--- config.mk ---
export PLATFORM = sky130hd
export DESIGN_NAME = trap_status_upd
export DESIGN_NICKNAME = d
export VERILOG_FILES = /design/src/rtl/tsu_pkg.sv /design/src/rtl/tsu_trap_decode.sv /design/src/rtl/tsu_hyp_reg.sv /design/src/rtl/tsu_mach_reg.sv /design/src/rtl/tsu_virt_reg.sv /design/src/rtl/trap_status_upd.sv
export SDC_FILE = /design/constraint.sdc
export NUM_CORES = 1
export LEC_CHECK = 0
export CORE_UTILIZATION = 24
export DETAILED_ROUTE_END_ITERATION = 10
export HOLD_SLACK_MARGIN = 0.06
export PLACE_DENSITY_LB_ADDON = 0.15
export RECOVER_POWER = 50
export SETUP_SLACK_MARGIN = 0.4
export SYNTH_ARGS = -nofsm -noshare
export SYNTH_HDL_FRONTEND = slang
export SYNTH_SLANG_ARGS = --single-unit
--- constraint.sdc ---
create_clock -name clk -period 0.9 [get_ports clk]
set_input_delay 0.09 -clock clk [delete_from_list [all_inputs] [get_ports clk]]
set_output_delay 0.09 -clock clk [all_outputs]
set_load 0.01 [all_outputs]
--- src/rtl/tsu_pkg.sv ---
package tsu_pkg;

   typedef enum logic [1:0] {
      PRIV_U   = 2'b00,
      PRIV_S   = 2'b01,
      PRIV_RSV = 2'b10,
      PRIV_M   = 2'b11
   } priv_e;

   // hypervisor word positions
   localparam int H_SPRV = 0;
   localparam int H_STL  = 6;
   localparam int H_SPV  = 7;
   localparam int H_SP2P = 8;
   localparam int H_SP2V = 9;

   // machine word positions
   localparam int M_SPP    = 8;
   localparam int M_MPP_LO = 11;
   localparam int M_MPP_HI = 12;
   localparam int M_MPRV   = 17;
   localparam int M_MTL    = 38;
   localparam int M_MPV    = 39;

   // smallest width that holds the virtualization fields
   localparam int EXT_MIN_XLEN = M_MPV + 1;

   typedef struct packed {
      logic sp2v;
      logic sp2p;
      logic spv;
      logic stl;
      logic sprv;
   } hyp_f_t;

   typedef struct packed {
      logic       mprv;
      logic [1:0] mpp;
      logic       spp;
   } mach_base_t;

endpackage

--- src/rtl/tsu_trap_decode.sv ---
module tsu_trap_decode (
   input  logic trap_i,
   input  logic to_m_i,
   input  logic wr_en_i,
   input  logic wr_sel_i,
   output logic m_evt_o,
   output logic hs_evt_o,
   output logic m_wr_o,
   output logic h_wr_o
);
   // a trap wins over a write in the same cycle
   assign m_evt_o  = trap_i & to_m_i;
   assign hs_evt_o = trap_i & ~to_m_i;
   assign m_wr_o   = wr_en_i & ~trap_i & ~wr_sel_i;
   assign h_wr_o   = wr_en_i & ~trap_i & wr_sel_i;
endmodule

--- src/rtl/tsu_hyp_reg.sv ---
module tsu_hyp_reg
   import tsu_pkg::*;
#(
   parameter int XLEN = 64
) (
   input  logic            clk,
   input  logic            rst_n,
   input  logic            evt_i,
   input  logic            wr_i,
   input  logic [XLEN-1:0] wdata_i,
   input  logic            prev_virt_i,
   input  logic            gpa_fault_i,
   output logic [XLEN-1:0] word_o
);
   hyp_f_t q;

   logic unused_wbits;
   assign unused_wbits = ^wdata_i;

   always_ff @(posedge clk) begin
      if (!rst_n) begin
         q <= '0;
      end else if (evt_i) begin
         q.spv <= prev_virt_i;
         q.stl <= gpa_fault_i;
      end else if (wr_i) begin
         q.sprv <= wdata_i[H_SPRV];
         q.stl  <= wdata_i[H_STL];
         q.spv  <= wdata_i[H_SPV];
         q.sp2p <= wdata_i[H_SP2P];
         q.sp2v <= wdata_i[H_SP2V];
      end
   end

   always_comb begin
      word_o         = '0;
      word_o[H_SPRV] = q.sprv;
      word_o[H_STL]  = q.stl;
      word_o[H_SPV]  = q.spv;
      word_o[H_SP2P] = q.sp2p;
      word_o[H_SP2V] = q.sp2v;
   end
endmodule

--- src/rtl/tsu_mach_reg.sv ---
module tsu_mach_reg
   import tsu_pkg::*;
#(
   parameter int XLEN = 64
) (
   input  logic            clk,
   input  logic            rst_n,
   input  logic            m_evt_i,
   input  logic            hs_evt_i,
   input  logic            wr_i,
   input  logic [XLEN-1:0] wdata_i,
   input  logic            prev_virt_i,
   input  logic [1:0]      prev_priv_i,
   input  logic            gpa_fault_i,
   output logic [XLEN-1:0] word_o
);
   localparam bit HAS_EXT = (XLEN >= EXT_MIN_XLEN);

   mach_base_t      base_q;
   logic [XLEN-1:0] base_bits;
   logic [XLEN-1:0] ext_bits;

   logic unused_wbits;
   assign unused_wbits = ^wdata_i;

   always_ff @(posedge clk) begin
      if (!rst_n) begin
         base_q <= '0;
      end else if (m_evt_i) begin
         base_q.mpp <= prev_priv_i;
      end else if (hs_evt_i) begin
         base_q.spp <= (prev_priv_i == PRIV_S);
      end else if (wr_i) begin
         base_q.mprv <= wdata_i[M_MPRV];
         base_q.mpp  <= wdata_i[M_MPP_HI:M_MPP_LO];
         base_q.spp  <= wdata_i[M_SPP];
      end
   end

   always_comb begin
      base_bits                    = '0;
      base_bits[M_SPP]             = base_q.spp;
      base_bits[M_MPP_HI:M_MPP_LO] = base_q.mpp;
      base_bits[M_MPRV]            = base_q.mprv;
   end

   generate
      if (HAS_EXT) begin : g_ext
         logic mpv_q;
         logic mtl_q;
         always_ff @(posedge clk) begin
            if (!rst_n) begin
               mpv_q <= 1'b0;
               mtl_q <= 1'b0;
            end else if (m_evt_i) begin
               mpv_q <= prev_virt_i;
               mtl_q <= gpa_fault_i;
            end else if (wr_i) begin
               mpv_q <= wdata_i[M_MPV];
               mtl_q <= wdata_i[M_MTL];
            end
         end
         always_comb begin
            ext_bits        = '0;
            ext_bits[M_MPV] = mpv_q;
            ext_bits[M_MTL] = mtl_q;
         end
      end else begin : g_noext
         logic unused_ext;
         assign unused_ext = prev_virt_i ^ gpa_fault_i;
         assign ext_bits   = '0;
      end
   endgenerate

   assign word_o = base_bits | ext_bits;
endmodule

--- src/rtl/tsu_virt_reg.sv ---
module tsu_virt_reg (
   input  logic clk,
   input  logic rst_n,
   input  logic trap_i,
   input  logic cur_virt_i,
   output logic virt_o
);
   always_ff @(posedge clk) begin
      if (!rst_n)      virt_o <= 1'b0;
      else if (trap_i) virt_o <= 1'b0;
      else             virt_o <= cur_virt_i;
   end
endmodule

--- src/rtl/trap_status_upd.sv ---
module trap_status_upd #(
   parameter int XLEN = 64
) (
   input  logic            clk,
   input  logic            rst_n,
   input  logic            trap_i,
   input  logic            trap_to_m_i,
   input  logic            cur_virt_i,
   input  logic [1:0]      cur_priv_i,
   input  logic            gpa_fault_i,
   input  logic            wr_en_i,
   input  logic            wr_sel_i,
   input  logic [XLEN-1:0] wr_data_i,
   output logic [XLEN-1:0] mstat_o,
   output logic [XLEN-1:0] hstat_o,
   output logic            virt_o
);
   generate
      if (XLEN != 32 && XLEN != 64) begin : g_bad_xlen
         $error("trap_status_upd: XLEN must be 32 or 64");
      end
   endgenerate

   logic m_evt, hs_evt, m_wr, h_wr;

   tsu_trap_decode u_dec (
      .trap_i   (trap_i),
      .to_m_i   (trap_to_m_i),
      .wr_en_i  (wr_en_i),
      .wr_sel_i (wr_sel_i),
      .m_evt_o  (m_evt),
      .hs_evt_o (hs_evt),
      .m_wr_o   (m_wr),
      .h_wr_o   (h_wr)
   );

   tsu_hyp_reg #(.XLEN(XLEN)) u_hyp (
      .clk         (clk),
      .rst_n       (rst_n),
      .evt_i       (hs_evt),
      .wr_i        (h_wr),
      .wdata_i     (wr_data_i),
      .prev_virt_i (cur_virt_i),
      .gpa_fault_i (gpa_fault_i),
      .word_o      (hstat_o)
   );

   tsu_mach_reg #(.XLEN(XLEN)) u_mach (
      .clk         (clk),
      .rst_n       (rst_n),
      .m_evt_i     (m_evt),
      .hs_evt_i    (hs_evt),
      .wr_i        (m_wr),
      .wdata_i     (wr_data_i),
      .prev_virt_i (cur_virt_i),
      .prev_priv_i (cur_priv_i),
      .gpa_fault_i (gpa_fault_i),
      .word_o      (mstat_o)
   );

   tsu_virt_reg u_virt (
      .clk        (clk),
      .rst_n      (rst_n),
      .trap_i     (trap_i),
      .cur_virt_i (cur_virt_i),
      .virt_o     (virt_o)
   );
endmodule

* After elaboration in Yosys (flattened, before gate mapping) *
Index checks and enable logic that the tools add are counted.

storage, ports and cells
  bits in registers = 12
  input bits = 74
  output and inout bits = 129
  logic and storage cells = 43

operators by class
  equality and inequality tests = 2
  muxes and demuxes = 10
  bitwise logic cells = 12
  reductions and logical operators = 8

operators with widths
  cell                                                  number
  bitwise OR 18 x 40 -> 40 bit                          1
  2-to-1 mux 2 bit                                      3
  2-to-1 mux 3 bit                                      2
  NOT 1 bit                                             6
  AND reduction 2 bit                                   3
  nonzero test 2 bit                                    3
  AND 1 bit                                             5
  2-to-1 mux 1 bit                                      5
  AND reduction 3 bit                                   1
  equality test 2 x 1 -> 1 bit (second input constant)  1
  inequality test 2 bit (second input constant)         1
  OR reduction 2 bit                                    1

* Depth between registers and ports, before layout *
Gate-level depths: netlist of run 1.

  depth after elaboration = 6
  depth in mapped cells = 3

* Cells and area by module *
A second synthesis of run 1 with hierarchy kept.

second synthesis, totals
  cells, all modules = 178
  area, all modules = 1,447.6 um2

by module, submodules not included
  module           times used  cells each  area each (um2)  seq. area each (um2)
  tsu_mach_reg     1           93          740.7            120.1
  tsu_hyp_reg      1           79          649.4            100.1
  tsu_trap_decode  1           4           28.8             0.0
  tsu_virt_reg     1           2           28.8             20.0

* Least setup slack after synthesis of run 1 *
No wires, ideal clock.

  kind = input to register
  from = input trap_i
  to = register u_mach.base_q (netlist bit u_mach.base_bits[11])
  setup time = 0.124 ns
  arrival = 0.713 ns
  required time = 0.776 ns
  path slack = 0.062 ns
  stages = 3
  path through = nor3b_4 > mux2i_1 > a21oi_1

between the ends
  longest elaborated chain between the ends = 5
  elaborated cells on any way between the ends = 9
  those cells by class = eq/ne (1); mux (1); bitwise (5); reduce/logical (2)

ends and longest elaborated chain
  what                           RTL line               RTL
  start, declared                trap_status_upd.sv:6   input logic trap_i,
  NOT 1 bit                      tsu_trap_decode.sv:14  assign m_wr_o = wr_en_i & ~trap_i & ~wr_sel_i;
  AND 1 bit (2 in a row)         tsu_trap_decode.sv:14
  nonzero test 2 bit (no line)   n/a
  AND reduction 2 bit (no line)  n/a
  end, declared                  tsu_mach_reg.sv:19     mach_base_t base_q;

Parallel ways exist; a longest one is shown, timed or not.
A chain may end at the register's enable or synchronous reset.

* Worst setup path in the final report of run 1 *
  from = input wr_sel_i
  to = register u_mach.g_ext.mtl_q

between the ends
  longest elaborated chain between the ends = 3

ends and longest elaborated chain
  what                          RTL line               RTL
  start, declared               trap_status_upd.sv:12  input logic wr_sel_i,
  NOT 1 bit                     tsu_trap_decode.sv:14
  AND 1 bit                     tsu_trap_decode.sv:14
  nonzero test 2 bit (no line)  n/a
  end signal, assigned          tsu_mach_reg.sv:57     mtl_q <= gpa_fault_i;
  end signal, assigned          tsu_mach_reg.sv:60     mtl_q <= wdata_i[M_MTL];
  end, declared                 tsu_mach_reg.sv:50     logic mtl_q;

Every way passes these cells.

==> impl_metrics.tcl, run 1 <==
set metrics [dict create \
    outcome "finished clean" \
    grt_start_max_net_pins 11 \
    final.min_clock_period_ps 787 \
    grt_remaining_overflow 0 \
    seq_area_frac_synth_pct 16.9 \
    critPathRequiredTime_ps 1030 \
    cts_tree "built" \
    layout_common_cells "117 x conb_1, 14 x buf_6, 9 x buf_4" \
    slew_viol_final 0 \
    netlist_top_cells_area "buf_4 63%, dfxtp_1 17%, mux2i_1 6.3%" \
    cts.clk_slew.worst_paths_ps 60 \
    avgViaCountPerCell 2.90 \
    min_path_type "primary input to flip-flop" \
    ir_drop_uv 370 \
    rr_endpoint "u_mach.base_bits[17]" \
    io_pins 203 \
    floorplan.initialDensity_pct 25.4 \
    seqCellArea_sq_um 248 \
    hold_depth 4 \
    utilization_pct 27.9 \
    fmax_ghz 1.27 \
    antenna_found_initial 0 \
    grt_pass1_wl_um 2820 \
    critPathMaxStageDelay_ps 260 \
    num_rows 27 \
    hold_viol 0 \
    whs_ps 235 \
    synth.distinct_cells 19 \
    htree_num_levels 1 \
    vias 832 \
    cts_inserted_buffers 3 \
    multi_input_area_sq_um 744 \
    layout.nets 290 \
    finalCritPeriodShare_pct 87.5 \
    wire_per_inst_um 7.43 \
    drtIter0Drc 14 \
    die_w_um 79.0 \
    crit_slowest_cell "clkbuf_2" \
    r2r-start "u_mach.base_bits[17]" \
    ys_warn_count 0 \
    regToRegSetupSlack_ps 160 \
    reg2regPathDepth 3 \
    synth_top_area_share_pct 62.8 \
    die_h_um 79.0 \
    fillCellCount 632 \
    globalplace.congestion 0.639 \
    holdPathEnd "u_virt.virt_o" \
    cp.arrival_ps 920 \
    pre_cts_ws_ps -497 \
    clk_path_buf_depth 2 \
    cts_sinks 12 \
    synth_area_leader_cell "buf_4" \
    final_common_cell "conb_1" \
    netlist_area_sq_mm 0.00142 \
    drive_above_1_share_pct 21.4 \
    p_leak_nw 0.864 \
    holdBufCountCts 0 \
    rsz0062_at_grt "yes" \
    crit_path_start_kind "primary input" \
    min-delay-start "trap_i" \
    die-area_sq_mm 0.00624 \
    finClkSkew_ps 0 \
    dp_hpwl_um 1790 \
    finalWirelength_um 2130 \
    drc 0 \
    worstPathMaxFanout 7 \
    portBuffers 31 \
    power_density_mw_per_mm2 1100 \
    ys_ff_latch 12 \
    max-cap-violations 0 \
    critPathCaptureType "flip-flop" \
    postRouteAntennaNets 0 \
    syn_area_per_cell_sq_um 8.32 \
    grt_pass1_vias 557 \
    core_sq_mm 0.00561 \
    finalSetupViolCount 0 \
    syn_to_final_growth_pct 9.94 \
    clkLatencyLatePin_ps 240 \
    diodes 0 \
    grt_usage_pct 6.02 \
    first_pass_iters 4 \
    syn-instance-count 171 \
    fin_ws_ps 113 \
    cts-root-buf "clkbuf_8" \
    path_class "primary input to flip-flop" \
    cp_cell_sequence "buf_8, nor3b_4, clkbuf_2, mux2i_1, a21oi_1" \
]
where the power goes:
group	internal [mW]	switching, mW	leakage [nW]
sequential	0.566	0.0202	0.101
combinational	0.207	0.332	0.735
clock	0.387	0.210	0.0288
total	1.16	0.561	0.864
metrics by stage:
| step | instances | power [mW] | instance area, sq um | TNS (ps) |
|---|---|---|---|---|
| 3_5_place_dp | 281 | 1.11 | 1470 | -5600 |
| 2_1_floorplan | 287 | 1.29 | 1880 | 0 |
| 4_1_cts | 286 | 1.74 | 1570 | 0 |
| 5_1_grt | 287 | 1.83 | 1560 | 0 |
| 6_report | 287 | 1.72 | 1560 | 0 |
| 3_3_place_gp | 281 | 1.11 | 1470 | -5460 |
state kept, by name, indices dropped and copies added, names as in the netlist:
signal and count:
u_hyp.word_o 5, u_mach.base_bits 4, u_mach.g_ext.mpv_q 1, u_mach.g_ext.mtl_q 1
u_virt.virt_o 1
cells in the mapped netlist:
cell type and count:
a21boi_0 2, a21oi_1 5, a32oi_1 1, buf_4 119
clkbuf_1 1, conb_1 1, dfxtp_1 12, inv_1 2
mux2i_1 9, nand2_1 2, nand2b_1 1, nand3_1 1
nand3b_1 1, nand3b_4 1, nor2_1 1, nor2b_1 5
nor3b_4 1, o21ai_0 5, o2bb2a_1 1
logic make-up (layout without fill, tap and decap cells):
logic type	count (synthesis)	in the layout	synth area share (%)
compound gates	14	14	5.89
buf+inv	122	50	63.6
mux	9	9	6.33
other cells	1	117	0.264
simple gates	13	13	7.04
flops	12	12	16.9
repair_timing:
| item | 4_1_cts | 5_1_grt |
|---|---|---|
| pin swaps | 10 | 6 |
| buffers inserted | 1 | 1 |
| gates resized for setup | 102 | 6 |
| endpoints found under the hold margin | 0 | 0 |
| setup endpoints to repair | 24 | 24 |
critical path: cells and delay by family:
| kind | cells | cell delay (ps) |
|---|---|---|
| multiplexers | 1 | 230 |
| buffers and inverters | 2 | 360 |
| AND/OR/NAND/NOR | 1 | 160 |
| AO/OA/AOI/OAI | 1 | 70 |
area by class of cell:
cell class / instances / share of cell area [%]
Sequential cell: 12 / 15.8
Tap cell: 72 / 5.76
Inverter: 2 / 0.480
Multi-Input combinational cell: 153 / 47.6
Clock buffer: 4 / 3.52
Timing Repair Buffer: 44 / 26.8
layer usage:
metal  routed length, um  GRT usage, %
met2                1000          9.48
met4                   8          2.73
met5                   0             0
met3                 315          2.53
met1                 803          7.06
worst max-delay path by stage:
stage	endpoint	startpoint	cells after the start
3_5_place_dp	u_mach.g_ext.mpv_q	trap_i	5
2_1_floorplan	u_mach.base_bits[11]	wr_sel_i	3
3_3_place_gp	u_mach.base_bits[12]	wr_sel_i	5
4_1_cts	hstat_o[6]	u_hyp.word_o[6]	1
5_1_grt	u_mach.g_ext.mtl_q	wr_sel_i	5
6_report	u_mach.g_ext.mtl_q	wr_sel_i	5
No activity file was read; power rests on OpenSTA's default activity.
==> run 2: changes to the inputs <==
==> constraint.sdc (replaced) <==
create_clock -name clk -period 0.9 [get_ports clk]
set_input_delay 0.18 -clock clk [delete_from_list [all_inputs] [get_ports clk]]
set_output_delay 0.18 -clock clk [all_outputs]
set_load 0.01 [all_outputs]
==> run 2 against run 1 <==
- design area fell by 1.6%
- via count fell by 4.8%
- worst setup slack worse by 68 ps
- clock skew did not move
- register-to-register slack about the same
- total power fell by 7.0%
- combinational power fell by 1%
- worst hold slack worse by 6.0 ps
- global-route usage fell by 0.39 points
- cell count shrank 1.7%
- utilization is 0.45 points lower
==> impl_metrics.tcl, run 2 (same netlist as run 1, synthesis figures left out) <==
set metrics [dict create \
    grt_pass1_vias 539 \
    critPathCaptureType "output port" \
    diodes 0 \
    whs_ps 229 \
    p_clk_share_pct 30.0 \
    dp_hpwl_um 1810 \
    ir_drop_uv 363 \
    globalplace.congestion 0.675 \
    final.min_clock_period_ps 855 \
    avgViaCountPerCell 2.81 \
    fin_ws_ps 44.7 \
    grt_start_max_net_pins 11 \
    min_path_type "primary input to flip-flop" \
    finalWirelength_um 2130 \
    cts-root-buf "clkbuf_8" \
    path_buf_inv 1 \
    cts_tree "built" \
    die_h_um 79.0 \
    cp_cell_sequence "buf_6" \
    largest_register_ffs 5 \
    syn_to_final_growth_pct 8.18 \
    hold_viol 0 \
    worstPathMaxFanout 2 \
    grt_remaining_overflow 0 \
    fillCellCount 647 \
    switchingPower_uw 537 \
    htree_num_levels 1 \
    clkLatencyLatePin_ps 230 \
    cp.arrival_ps 680 \
    crit_family "flip-flops" \
    rsz0062_at_grt "yes" \
    drive_above_1_share_pct 22.9 \
    seqCellArea_sq_um 255 \
    first_pass_iters 2 \
    regToRegSetupSlack_ps 160 \
    cts_sinks 12 \
    fmax_ghz 1.17 \
    switching_share_pct 33.6 \
    finalSetupViolCount 0 \
    die_w_um 79.0 \
    p_seq_share_pct 36.8 \
    cts_inserted_buffers 3 \
    holdBufCountCts 0 \
    grt_pass1_wl_um 2640 \
    grt_usage_pct 5.63 \
    portBuffers 31 \
    io_pins 203 \
    floorplan.initialDensity_pct 25.4 \
    layout.nets 286 \
    crit_slowest_cell "dfxtp_2" \
    antenna_found_initial 0 \
    postRouteAntennaNets 0 \
    critPathRequiredTime_ps 720 \
    path_class "flip-flop to output port" \
    finalCritPeriodShare_pct 95.0 \
    drc 0 \
    final_common_cell "conb_1" \
    outcome "finished clean" \
    cts.clk_slew.worst_paths_ps 50 \
    p_int_mw 1.06 \
    critPathMaxStageDelay_ps 330 \
    clk_path_buf_depth 2 \
    vias 792 \
    wire_per_inst_um 7.54 \
    multi_input_area_sq_um 737 \
    dpl_cell_area_sq_mm 0.00145 \
    pre_cts_ws_ps -600 \
    crit_path_start_kind "flip-flop" \
    slew_viol_final 0 \
    finClkSkew_ps 0 \
    design_area_sq_mm 0.00154 \
    p_leak_nw 0.843 \
    die-area_sq_mm 0.00624 \
    num_rows 27 \
    max-cap-violations 0 \
    drtIter0Drc 22 \
    core_sq_mm 0.00561 \
    layout_common_cells "117 x conb_1, 15 x buf_6, 12 x dfxtp_2" \
    power_density_mw_per_mm2 1040 \
    combinationalPowerShare_pct 33.2 \
]
## run 2: changes by cell type in the layout (fill, tap and decap cells not counted), sizes merged
cell           before  now
clkdlybuf4s50       8    6
dlygate4sd3         1    0
clkdlybuf4s15       1    0
clkbuf              6    5
dlygate4sd2         5    8
buf                27   24
## run 2: path summary, 6_finish.rpt
path	endpoint	cells after the start	from
setup / recovery	mstat_o[11]	1	u_mach.base_bits[11]
hold reg to reg	u_hyp.word_o[7]	2	u_hyp.word_o[7]
hold / removal	u_hyp.word_o[6]	3	rst_n
setup reg to reg	u_mach.base_bits[12]	3	u_mach.base_bits[12]
## run 2: power groups by stage
stage | Clock [mW] | Sequential, mW | Combinational, mW
after floorplan | 0 | 0.602 | 0.693
after global placement | 0 | 0.591 | 0.520
after detailed placement | 0 | 0.591 | 0.515
after CTS | 0.504 | 0.588 | 0.533
after global routing | 0.523 | 0.590 | 0.584
final | 0.480 | 0.588 | 0.531
## run 2: layout make-up
| type | instances | area share (%) |
|---|---|---|
| sequential | 12 | 16.6 |
| timing repair buffer | 40 | 26.5 |
| tap | 72 | 5.85 |
| multi-input combinational | 153 | 47.9 |
| clock buffer | 3 | 2.68 |
| inverter | 2 | 0.488 |
## run 2: per-stage QoR
stage               utilization, %  power, mW  TNS [ps]  std cells
global route                  27.4       1.70         0        282
finish                        27.4       1.60         0        282
floorplan                        -       1.29     -89.9        287
CTS                           27.7       1.63         0        282
global placement              25.9       1.11     -7660        278
detailed placement            25.9       1.11     -7840        278
## run 2: metal layers
layer	wire length (um)	part of all wire, %	global-route usage [%]
met1	897	42	7.27
met2	966	45	8.71
met3	263	12	1.72
met4	0	0	2.18
met5	0	0	0
## run 2: repair_timing
action | 4_1_cts | 5_1_grt
endpoints found under the setup margin | 24 | 24
pin swaps | 9 | 7
resized for setup | 112 | 3
setup buffers | 1 | 0
